### config.mk
export PLATFORM = sky130hd
export DESIGN_NAME = ata_dma_fifo
export DESIGN_NICKNAME = d
export VERILOG_FILES = /design/src/rtl/ata_dfifo_pkg.sv /design/src/rtl/ata_dfifo_store.sv /design/src/rtl/ata_dfifo_halves.sv /design/src/rtl/ata_dfifo_alarm.sv /design/src/rtl/ata_dma_fifo.sv
export SDC_FILE = /design/constraint.sdc
export NUM_CORES = 2
export LEC_CHECK = 0
export ABC_AREA = 0
export BUFFER_PORTS_ARGS = -buffer_cell sky130_fd_sc_hd__buf_2
export CELL_PAD_IN_SITES_DETAIL_PLACEMENT = 1
export CELL_PAD_IN_SITES_GLOBAL_PLACEMENT = 2
export CORE_MARGIN = 5
export CORE_UTILIZATION = 35
export CTS_CLUSTER_DIAMETER = 200
export DETAILED_ROUTE_END_ITERATION = 16
export GPL_TIMING_DRIVEN = 0
export PLACE_DENSITY_LB_ADDON = 0.25
export SLEW_MARGIN = 20
export SYNTH_ARGS = -nofsm -noshare
export SYNTH_HDL_FRONTEND = slang
export SYNTH_SLANG_ARGS = --single-unit
### constraint.sdc
create_clock -name clk -period 3.7 [get_ports clk]
set_input_delay 0.185 -clock clk [delete_from_list [all_inputs] [get_ports clk]]
set_output_delay 0.185 -clock clk [all_outputs]
set_load 0.02 [all_outputs]
### src/rtl/ata_dfifo_pkg.sv
package ata_dfifo_pkg;

    typedef enum logic {
        DIR_TO_DRIVE = 1'b0,
        DIR_TO_HOST  = 1'b1
    } xfer_dir_e;

    typedef struct packed {
        logic        push;
        logic        pop;
        logic [31:0] wdata;
    } fifo_op_t;

    function automatic int unsigned clamp_pkt(int unsigned req, int unsigned depth);
        return (req == 0 || req > depth) ? depth : req;
    endfunction

endpackage

### src/rtl/ata_dfifo_store.sv
module ata_dfifo_store
    import ata_dfifo_pkg::*;
#(
    parameter int DEPTH = 64,
    localparam int AW = $clog2(DEPTH),
    localparam int CW = $clog2(DEPTH + 1)
) (
    input  logic          clk,
    input  logic          rst,
    input  logic          clr,
    input  fifo_op_t      op,
    output logic [31:0]   rdata,
    output logic [CW-1:0] fill,
    output logic          full,
    output logic          empty
);
    logic [31:0]   mem [DEPTH];
    logic [AW-1:0] wptr, rptr;

    function automatic logic [AW-1:0] nxt(logic [AW-1:0] p);
        return (p == AW'(DEPTH - 1)) ? '0 : p + 1'b1;
    endfunction

    assign full  = (fill == CW'(DEPTH));
    assign empty = (fill == '0);
    assign rdata = mem[rptr];

    always_ff @(posedge clk) begin
        if (op.push) mem[wptr] <= op.wdata;
    end

    always_ff @(posedge clk) begin
        if (rst || clr) begin
            wptr <= '0;
            rptr <= '0;
            fill <= '0;
        end else begin
            if (op.push) wptr <= nxt(wptr);
            if (op.pop)  rptr <= nxt(rptr);
            case ({op.push, op.pop})
                2'b10:   fill <= fill + 1'b1;
                2'b01:   fill <= fill - 1'b1;
                default: fill <= fill;
            endcase
        end
    end


    no_overflow_chk: assert property (@(posedge clk) disable iff (rst)
        full |-> !op.push || op.pop);

    no_underflow_chk: assert property (@(posedge clk) disable iff (rst)
        empty |-> !op.pop);
endmodule

### src/rtl/ata_dfifo_halves.sv
module ata_dfifo_halves (
    input  logic        clk,
    input  logic        rst,
    input  logic        clr,
    input  logic        rx_take,
    input  logic [15:0] rx_half,
    output logic        rx_push,
    output logic [31:0] rx_word,
    input  logic        tx_take,
    input  logic [31:0] tx_head,
    output logic [15:0] tx_half,
    output logic        tx_pop
);
    logic [15:0] hold_q;
    logic        hv_q;
    logic        tsel_q;

    assign rx_push = rx_take & hv_q;
    assign rx_word = {rx_half, hold_q};
    assign tx_half = tsel_q ? tx_head[31:16] : tx_head[15:0];
    assign tx_pop  = tx_take & tsel_q;

    always_ff @(posedge clk) begin
        if (rst || clr) begin
            hold_q <= '0;
            hv_q   <= 1'b0;
            tsel_q <= 1'b0;
        end else begin
            if (rx_take) begin
                hv_q <= ~hv_q;
                if (!hv_q) hold_q <= rx_half;
            end
            if (tx_take) tsel_q <= ~tsel_q;
        end
    end


    pair_start_chk: assert property (@(posedge clk) disable iff (rst)
        $rose(hv_q) |-> $past(rx_take));

    send_order_chk: assert property (@(posedge clk) disable iff (rst)
        $rose(tsel_q) |-> $past(tx_take) && !$past(tx_pop));
endmodule

### src/rtl/ata_dfifo_alarm.sv
module ata_dfifo_alarm #(
    parameter int DEPTH = 64,
    localparam int CW = $clog2(DEPTH + 1)
) (
    input  logic          clk,
    input  logic          rst,
    input  logic          dma_mode,
    input  logic          to_host,
    input  logic [CW-1:0] fill,
    input  logic [CW-1:0] pkt_len,
    output logic          rx_alarm,
    output logic          tx_alarm
);
    logic [CW-1:0] room;
    assign room = CW'(DEPTH) - fill;

    always_ff @(posedge clk) begin
        if (rst) begin
            rx_alarm <= 1'b0;
            tx_alarm <= 1'b0;
        end else begin
            rx_alarm <= dma_mode &  to_host & (fill >= pkt_len);
            tx_alarm <= dma_mode & !to_host & (room >= pkt_len);
        end
    end


    alarm_excl_chk: assert property (@(posedge clk) disable iff (rst)
        !(rx_alarm && tx_alarm));

    pio_quiet_chk: assert property (@(posedge clk) disable iff (rst)
        !dma_mode |=> !rx_alarm && !tx_alarm);
endmodule

### src/rtl/ata_dma_fifo.sv
module ata_dma_fifo
    import ata_dfifo_pkg::*;
#(
    parameter int DEPTH     = 64,
    parameter int PKT_IN_W  = 8,
    parameter int PKT_RESET = 8,
    localparam int CW = $clog2(DEPTH + 1)
) (
    input  logic                clk,
    input  logic                rst,
    input  logic                cfg_dma_mode,
    input  logic                cfg_dma_en,
    input  logic                cfg_udma_sel,
    input  logic                cfg_dir,
    input  logic                cfg_flush,
    input  logic                cfg_pkt_wr,
    input  logic [PKT_IN_W-1:0] cfg_pkt_len,
    input  logic                drv_dmarq,
    input  logic                bus_rx_valid,
    input  logic [15:0]         bus_rx_half,
    input  logic                bus_tx_ready,
    output logic [15:0]         bus_tx_half,
    output logic                bus_pause,
    output logic                eng_udma_sel,
    output logic                bus_rst_n,
    output logic                bus_dmack_n,
    output logic                bus_data_oe,
    input  logic                host_wr_en,
    input  logic [31:0]         host_wr_data,
    input  logic                host_rd_en,
    output logic [31:0]         host_rd_data,
    output logic                host_rx_alarm,
    output logic                host_tx_alarm
);
    xfer_dir_e     dir, dir_q;
    logic [CW-1:0] pkt_q, fill;
    logic          full, empty, act, flush_now, to_host;
    logic          rx_take, tx_take, rx_push, tx_pop, host_push, host_pop;
    logic [31:0]   rx_word, head;
    fifo_op_t      op;

    assign dir       = xfer_dir_e'(cfg_dir);
    assign to_host   = (dir == DIR_TO_HOST);
    assign flush_now = cfg_flush | (dir != dir_q);
    assign act       = cfg_dma_mode & cfg_dma_en & drv_dmarq;
    assign bus_pause = !act | flush_now | (to_host ? full : empty);

    assign rx_take   = bus_rx_valid & !bus_pause &  to_host;
    assign tx_take   = bus_tx_ready & !bus_pause & !to_host;
    assign host_push = cfg_dma_mode & !to_host & host_wr_en & !full  & !flush_now;
    assign host_pop  = cfg_dma_mode &  to_host & host_rd_en & !empty & !flush_now;

    always_comb begin
        op.push  = to_host ? rx_push : host_push;
        op.pop   = to_host ? host_pop : tx_pop;
        op.wdata = to_host ? rx_word : host_wr_data;
    end

    assign host_rd_data = head;

    always_ff @(posedge clk) begin
        if (rst) begin
            dir_q        <= DIR_TO_DRIVE;
            pkt_q        <= CW'(PKT_RESET);
            eng_udma_sel <= 1'b0;
            bus_rst_n    <= 1'b0;
            bus_dmack_n  <= 1'b1;
            bus_data_oe  <= 1'b0;
        end else begin
            dir_q        <= dir;
            eng_udma_sel <= cfg_udma_sel;
            bus_rst_n    <= 1'b1;
            bus_dmack_n  <= !act;
            bus_data_oe  <= act & !to_host;
            if (cfg_pkt_wr)
                pkt_q <= CW'(clamp_pkt(int'(cfg_pkt_len), DEPTH));
        end
    end

    ata_dfifo_store #(.DEPTH(DEPTH)) u_store (
        .clk(clk), .rst(rst), .clr(flush_now), .op(op),
        .rdata(head), .fill(fill), .full(full), .empty(empty)
    );

    ata_dfifo_halves u_halves (
        .clk(clk), .rst(rst), .clr(flush_now),
        .rx_take(rx_take), .rx_half(bus_rx_half),
        .rx_push(rx_push), .rx_word(rx_word),
        .tx_take(tx_take), .tx_head(head),
        .tx_half(bus_tx_half), .tx_pop(tx_pop)
    );

    ata_dfifo_alarm #(.DEPTH(DEPTH)) u_alarm (
        .clk(clk), .rst(rst), .dma_mode(cfg_dma_mode), .to_host(to_host),
        .fill(fill), .pkt_len(pkt_q),
        .rx_alarm(host_rx_alarm), .tx_alarm(host_tx_alarm)
    );


    start_gate_chk: assert property (@(posedge clk) disable iff (rst)
        (bus_rx_valid || bus_tx_ready) && !(cfg_dma_en && drv_dmarq) |-> bus_pause);

    flush_empty_chk: assert property (@(posedge clk) disable iff (rst)
        flush_now |=> (fill == '0));

    rst_release_chk: assert property (@(posedge clk) disable iff (rst)
        $past(!rst) |-> bus_rst_n);
endmodule

After elaboration in Yosys (flattened, before gate mapping)
Memory sizes are Yosys's and may differ from the RTL's. A register that Yosys moved wholly into a read port is not among the register bits.
Cells that the tools add are included.
Widths: inputs -> output; s select.

storage, ports and cells
  bits in writable memories = 2,048
  bits of input ports = 69
  latch bits = 0
  memories = 1
  ROM bits = 0
  bits in registers = 51
  output and inout bits = 55
  word-level logic and storage cells = 79

cells by class
  reductions and logical operators = 12
  div/mod/pow operators = 0
  $mul = 0
  shift operators = 0
  order comparisons = 3
  bitwise gates (word level) = 24
  add/subtract/negate cells = 5
  muxes and demuxes = 14
  equal/unequal tests = 6

memory list
  name         words  bits a word  rd ports  clocked after memory_dff  write ports  line                   RTL
  u_store.mem  64     32           1         1                         1            ata_dfifo_store.sv:17  logic [31:0] mem [DEPTH];

operators by type and width
  operator             number
  $mux 32              1
  $mux 6               4
  $and 1x1->1          19
  $mux 16              1
  $ge 7x7->1           2
  $pmux 7 s2           1
  $add 6x1->6 const B  2
  $eq 6x6->1 const B   2
  $gt 8x7->1 const B   1
  $logic_not 8->1      1
  $add 7x1->7 const B  1
  $eq 7x7->1 const B   1
  $logic_not 7->1      1
  $mux 7               1
  $sub 7x1->7 const B  1
  $sub 7x7->7 const A  1
  $logic_not 1->1      6
  $mux 1               6
  $or 1x1->1           3
  $eq 2x1->1 const B   1
  $eq 2x2->1 const B   1
  $logic_or 1x1->1     2
  $not 1->1            2
  $reduce_and 2->1     1
  2 further kinds      2

Longest topological paths before layout
  depth after elaboration = 12
  gate-level depth with buffers = 17
  depth with buffers taken out = 15

Cells and area by module
From an unflattened synthesis, not the netlist that was laid out.

unflattened totals
  cells, all modules = 3,757
  area total of the unflattened synthesis = 81,779.7 um^2

by module, submodules not included
  module            instances  seq. area each (um^2)  cells an instance  area an instance (um^2)
  ata_dfifo_store   1          61,999.5               3,498              79,392.4
  ata_dfifo_halves  1          360.3                  115                1,049.8
  ata_dma_fifo      1          240.2                  94                 909.6
  ata_dfifo_alarm   1          40.0                   50                 427.9

Worst setup path after synthesis
No wires, ideal clock.

  path type = register -> register
  from = register u_store.fill[1]
  to = register u_store.fill[4]
  buffers on the path = 2
  period minus slack after synthesis = 3.743 ns
  stages on the path, launching flop included = 17
  setup time = 0.071 ns
  required time = 3.629 ns
  data arrival time = 3.672 ns
  slack = -0.043 ns
  path through = dfxtp_1 > clkbuf_1 > inv_1 > ha_1 > nand3_1 > nor2_1 > a21oi_1 > ha_1 > clkbuf_1 > xor2_1 > ha_1 > a21o_1 > a32o_1 > a21oi_1 > xor2_1 > or3_1 > a21oi_1

between the ends
  longest elaborated chain between the ends = 10
  elaborated cells on any way between the ends = 25
  those cells by class = add/sub (2); eq/ne (3); mux (4); bitwise (11); reduce/logical (5)

ends and longest elaborated chain
  what                                                    line                                            RTL
  start: declaration                                      ata_dfifo_store.sv:13                           output logic [CW-1:0] fill,
  start signal: assignment                                ata_dfifo_store.sv:41                           2'b10: fill <= fill + 1'b1;
  start signal: assignment                                ata_dfifo_store.sv:42                           2'b01: fill <= fill - 1'b1;
  start signal: assignment                                ata_dfifo_store.sv:43                           default: fill <= fill;
  $eq 7x7->1 / $logic_not 7->1 (equally long branches)    ata_dfifo_store.sv:24, ata_dfifo_store.sv:25
  $mux 1                                                  ata_dma_fifo.sv:46                              assign bus_pause = !act | flush_now | (to_host ? full : empty);
  $or 1x1->1                                              ata_dma_fifo.sv:46
  $logic_not 1->1                                         ata_dma_fifo.sv:48, ata_dma_fifo.sv:49
  $and 1x1->1 (on tied branches) (2 in series)            ata_dma_fifo.sv:49, ata_dma_fifo.sv:48
  $and 1x1->1 (on tied branches)                          ata_dfifo_halves.sv:21, ata_dfifo_halves.sv:18
  $mux 1 (on tied branches)                               ata_dma_fifo.sv:55, ata_dma_fifo.sv:54
  $eq 2x1->1 / $eq 2x2->1 (equally long branches)         ata_dfifo_store.sv:40                           case ({op.push, op.pop})
  $pmux 7 s2 / $reduce_bool 2->1 (equally long branches)  n/a

Several ways; a longest one is shown, not always the timed one.
A chain may end at the register's enable or synchronous reset.

==> out/qor.csv <==
metric,value,unit
path_class,flop to primary output,
clock_latency,0.87,ns
irDropWorstVdd,0.536,mV
grt_overflow,0,
grtUsageTotal,24.4,%
synthFlopType,edfxtp_1,
reg2regPathDepth,9,
vias,46200,
ys_ff_latch,2105,
syn_nets,4158,
syn_inst,4070,
dpl.hpwl,208000,µm
area_growth,26.0,%
cp_num_buf_inv,5,
syn_area_per_cell,20.2,µm²
arrival,4.22,ns
power.density,468,nW/µm²
cts_buffers,221,
path_max_fanout,8,
ys_warn_count,0,
switching_share,20.9,%
cts_tree,built,
violations,negative setup slack,
drive_gt1_share,33.7,%
hold_path.class,primary input to flop,
status,finished with violations,
cts.sinks,2105,
first_global_vias,46700,
synth-edff-count,2048,
coreArea,235000,µm²
relSlewSlack,24.7,%
synthTopCellsByCount,"edfxtp_1, mux4_2, mux2i_1",
start_util,35.1,%
maxCapViolations,0,
slew_violations,0,
crit_slowest_cell,a2111o_1,
cp_cell_sequence,"buf_12, buf_16, buf_16, buf_16, mux2i_1, a22oi_1, nand3_2, nand4_1, a2111o_1, mux2_4, buf_6",
cp-start-kind,flop,
fmax,227,MHz
tightestPinTransition,1.13,ns
die_w,495,µm
nets,4889,
finalClockSkew,0.0349,ns
hp-start,cfg_flush,
p_leak,31.3,nW
path_clk_slew,0.06,ns
p_sw,10.1,mW
grt_max_degree,65,
clockBufferDepth,3,
critPathRequiredTime,3.51,ns
setup-tns-final,-16.12,ns
async_flop_share,0,%
r2r-end,u_store.mem[28][21],
fin_hold_ws,0.0758,ns
synth_area_leader_cell,edfxtp_1,
io_pins,124,
cts_root_buffer,clkbuf_16,
grt_first_pass_wirelength,406000,µm
fp-row-count,178,
layout_min_cycle_time,4.40,ns
netlist.area_leader.share,74.8,%
drt_iter0_drc,5767,
clock_power_share,43.8,%
hold_depth,6,
via_per_inst,5.68,
finalPower,48.4,mW
drcViolationCount,0,
die-area,245000,µm²
fin_ws,-0.703,ns
rsz0062_at_grt,true,
cp_top_family,buffers and inverters,
cpPeakStageDelay,0.70,ns
p_int,38.3,mW
fp.dieH,495,µm
drt-total-wl,305000,µm
ant_nets,0,
dr.pass1.iters,7,
period_share,119,%
fillers,21700,
holdPathEnd,u_halves.hv_q,
hold_viol,0,
syn_area,82200,µm²
r2r-start,dir_q,
ys_seq_area_share,76.2,%
wire_per_inst,37.4,µm
synth.area.top_cells,"edfxtp_1, mux4_2, mux2i_1, a22oi_1, dfxtp_1",
synth_cell_types,66,
register_area,62700,µm²
gp_congestion,0.851,
dpl_worst_slack,-1.58,ns
portBuffers,123,
h-tree-depth,4,
multi_input_area,20400,µm²
end_kind,primary output,
yosysMostFrequentCell,edfxtp_1,
p_seq_share,54.2,%
cp_common_cell,buf_16,
regToRegSetupSlack,0.03,ns
antenna_found_initial,13,
setup_viol,48,
combinationalPowerShare,2.0,%
[area by class of cell]
class / count / share of cell area [%]
diodes: 6 / 0.0145
plain buffers: 218 / 2.92
clock buffers: 292 / 5.68
clock inverters: 109 / 0.850
inverters: 25 / 0.0991
multi-input cells: 1718 / 19.7
flip-flops and latches: 2105 / 60.5
well taps: 3150 / 3.81
repair buffers: 512 / 6.48
[how the worst max path moves through the flow]
stage | depth (start not counted) | end | slack, ns
3_5_place_dp | 11 | bus_tx_half[6] | -1.58
4_1_cts | 11 | bus_tx_half[9] | -0.71
3_3_place_gp | 8 | u_store.mem[26][16] | -3.25
5_1_grt | 11 | bus_tx_half[4] | -0.69
2_1_floorplan | 16 | u_store.fill[4] | 0.15
6_report | 11 | bus_tx_half[12] | -0.70
[cells by family (layout without fill, tap and decap cells)]
| group | after synthesis | count (layout) | synth area share (%) |
|---|---|---|---|
| and+or+nand+nor | 483 | 483 | 2.65 |
| AOI/OAI and AO/OA | 399 | 399 | 3.38 |
| muxes | 796 | 796 | 15.6 |
| xor gates and xnor gates | 21 | 21 | 0.224 |
| buffers and inverters | 247 | 1156 | 1.68 |
| adders and majority gates | 19 | 19 | 0.289 |
| DFF | 2105 | 2105 | 76.2 |
| other | 0 | 6 | 0 |
[flip-flops by register name, summed over array words and instances, names as in the netlist, named ones only]
signal and count:
bus_data_oe 1, bus_dmack_n 1, bus_rst_n 1, dir_q 1, eng_udma_sel 1, pkt_q 7
u_alarm.rx_alarm 1, u_alarm.tx_alarm 1, u_halves.hold_q 16, u_halves.hv_q 1, u_halves.tsel_q 1, u_store.fill 7
u_store.mem 2048, u_store.rptr 6, u_store.wptr 6
[placed cells by master, fill, tap and decap left out, types with 22 or more instances in the layout]
cell type,n
mux4_2,381
clkinv_2,31
buf_2,99
a22oi_1,128
mux2_4,37
nand3_1,38
nor2_4,79
mux2i_1,329
nor2_1,70
dlygate4sd3_1,61
clkbuf_16,227
nand2_1,134
a21oi_1,48
edfxtp_1,2048
buf_6,88
clkinv_1,49
buf_16,122
clkbuf_1,87
inv_1,22
a22oi_2,26
dfxtp_1,49
buf_12,115
buf_4,158
[timing repair]
| item | in CTS | in global routing |
|---|---|---|
| hold buffers | 61 | 0 |
| endpoints found under the hold margin | 185 | 0 |
| endpoints found under the setup margin | 1782 | 144 |
| pin swaps | 55 | 61 |
| gates cloned | 0 | 1 |
| resized for setup | 615 | 311 |
| buffers inserted | 60 | 115 |
[stage by stage]
step,util (%),cell area [µm²],instances
4_1_cts,43.2,101000,8016
5_1_grt,44.2,104000,8131
2_1_floorplan,-,82200,4070
3_3_place_gp,37.0,86800,7343
6_report,44.2,104000,8135
3_5_place_dp,38.8,91000,7496
[power by group through the flow]
stage                     registers (mW)  clock network (mW)  logic [mW]
after floorplan                     26.8                   0       0.312
after global placement              26.8                   0       0.739
after detailed placement            26.8                   0       0.879
after CTS                           26.2                21.5       0.938
after global routing                26.2                22.6       0.998
final                               26.2                21.2       0.964
[per-layer routing]
layer / vias to the layer above / global-route usage (%) / part of all wire [%]
met2: 2421 / 38.9 / 47
met3: 554 / 5.11 / 8.3
met4: 4 / 11.3 / 5.4
met5: - / 0 / 0.0076
met1: 25000 / 32.2 / 39
li1: 18300 / - / -
[worst min-delay path: cells and delay by family]
family / cells / cell delay (ns)
AOI/OAI and AO/OA: 2 / 0.23
and+or+nand+nor: 3 / 0.38
buffers and inverters: 1 / 0.10
Note: power is estimated with default switching activity, not from simulation.
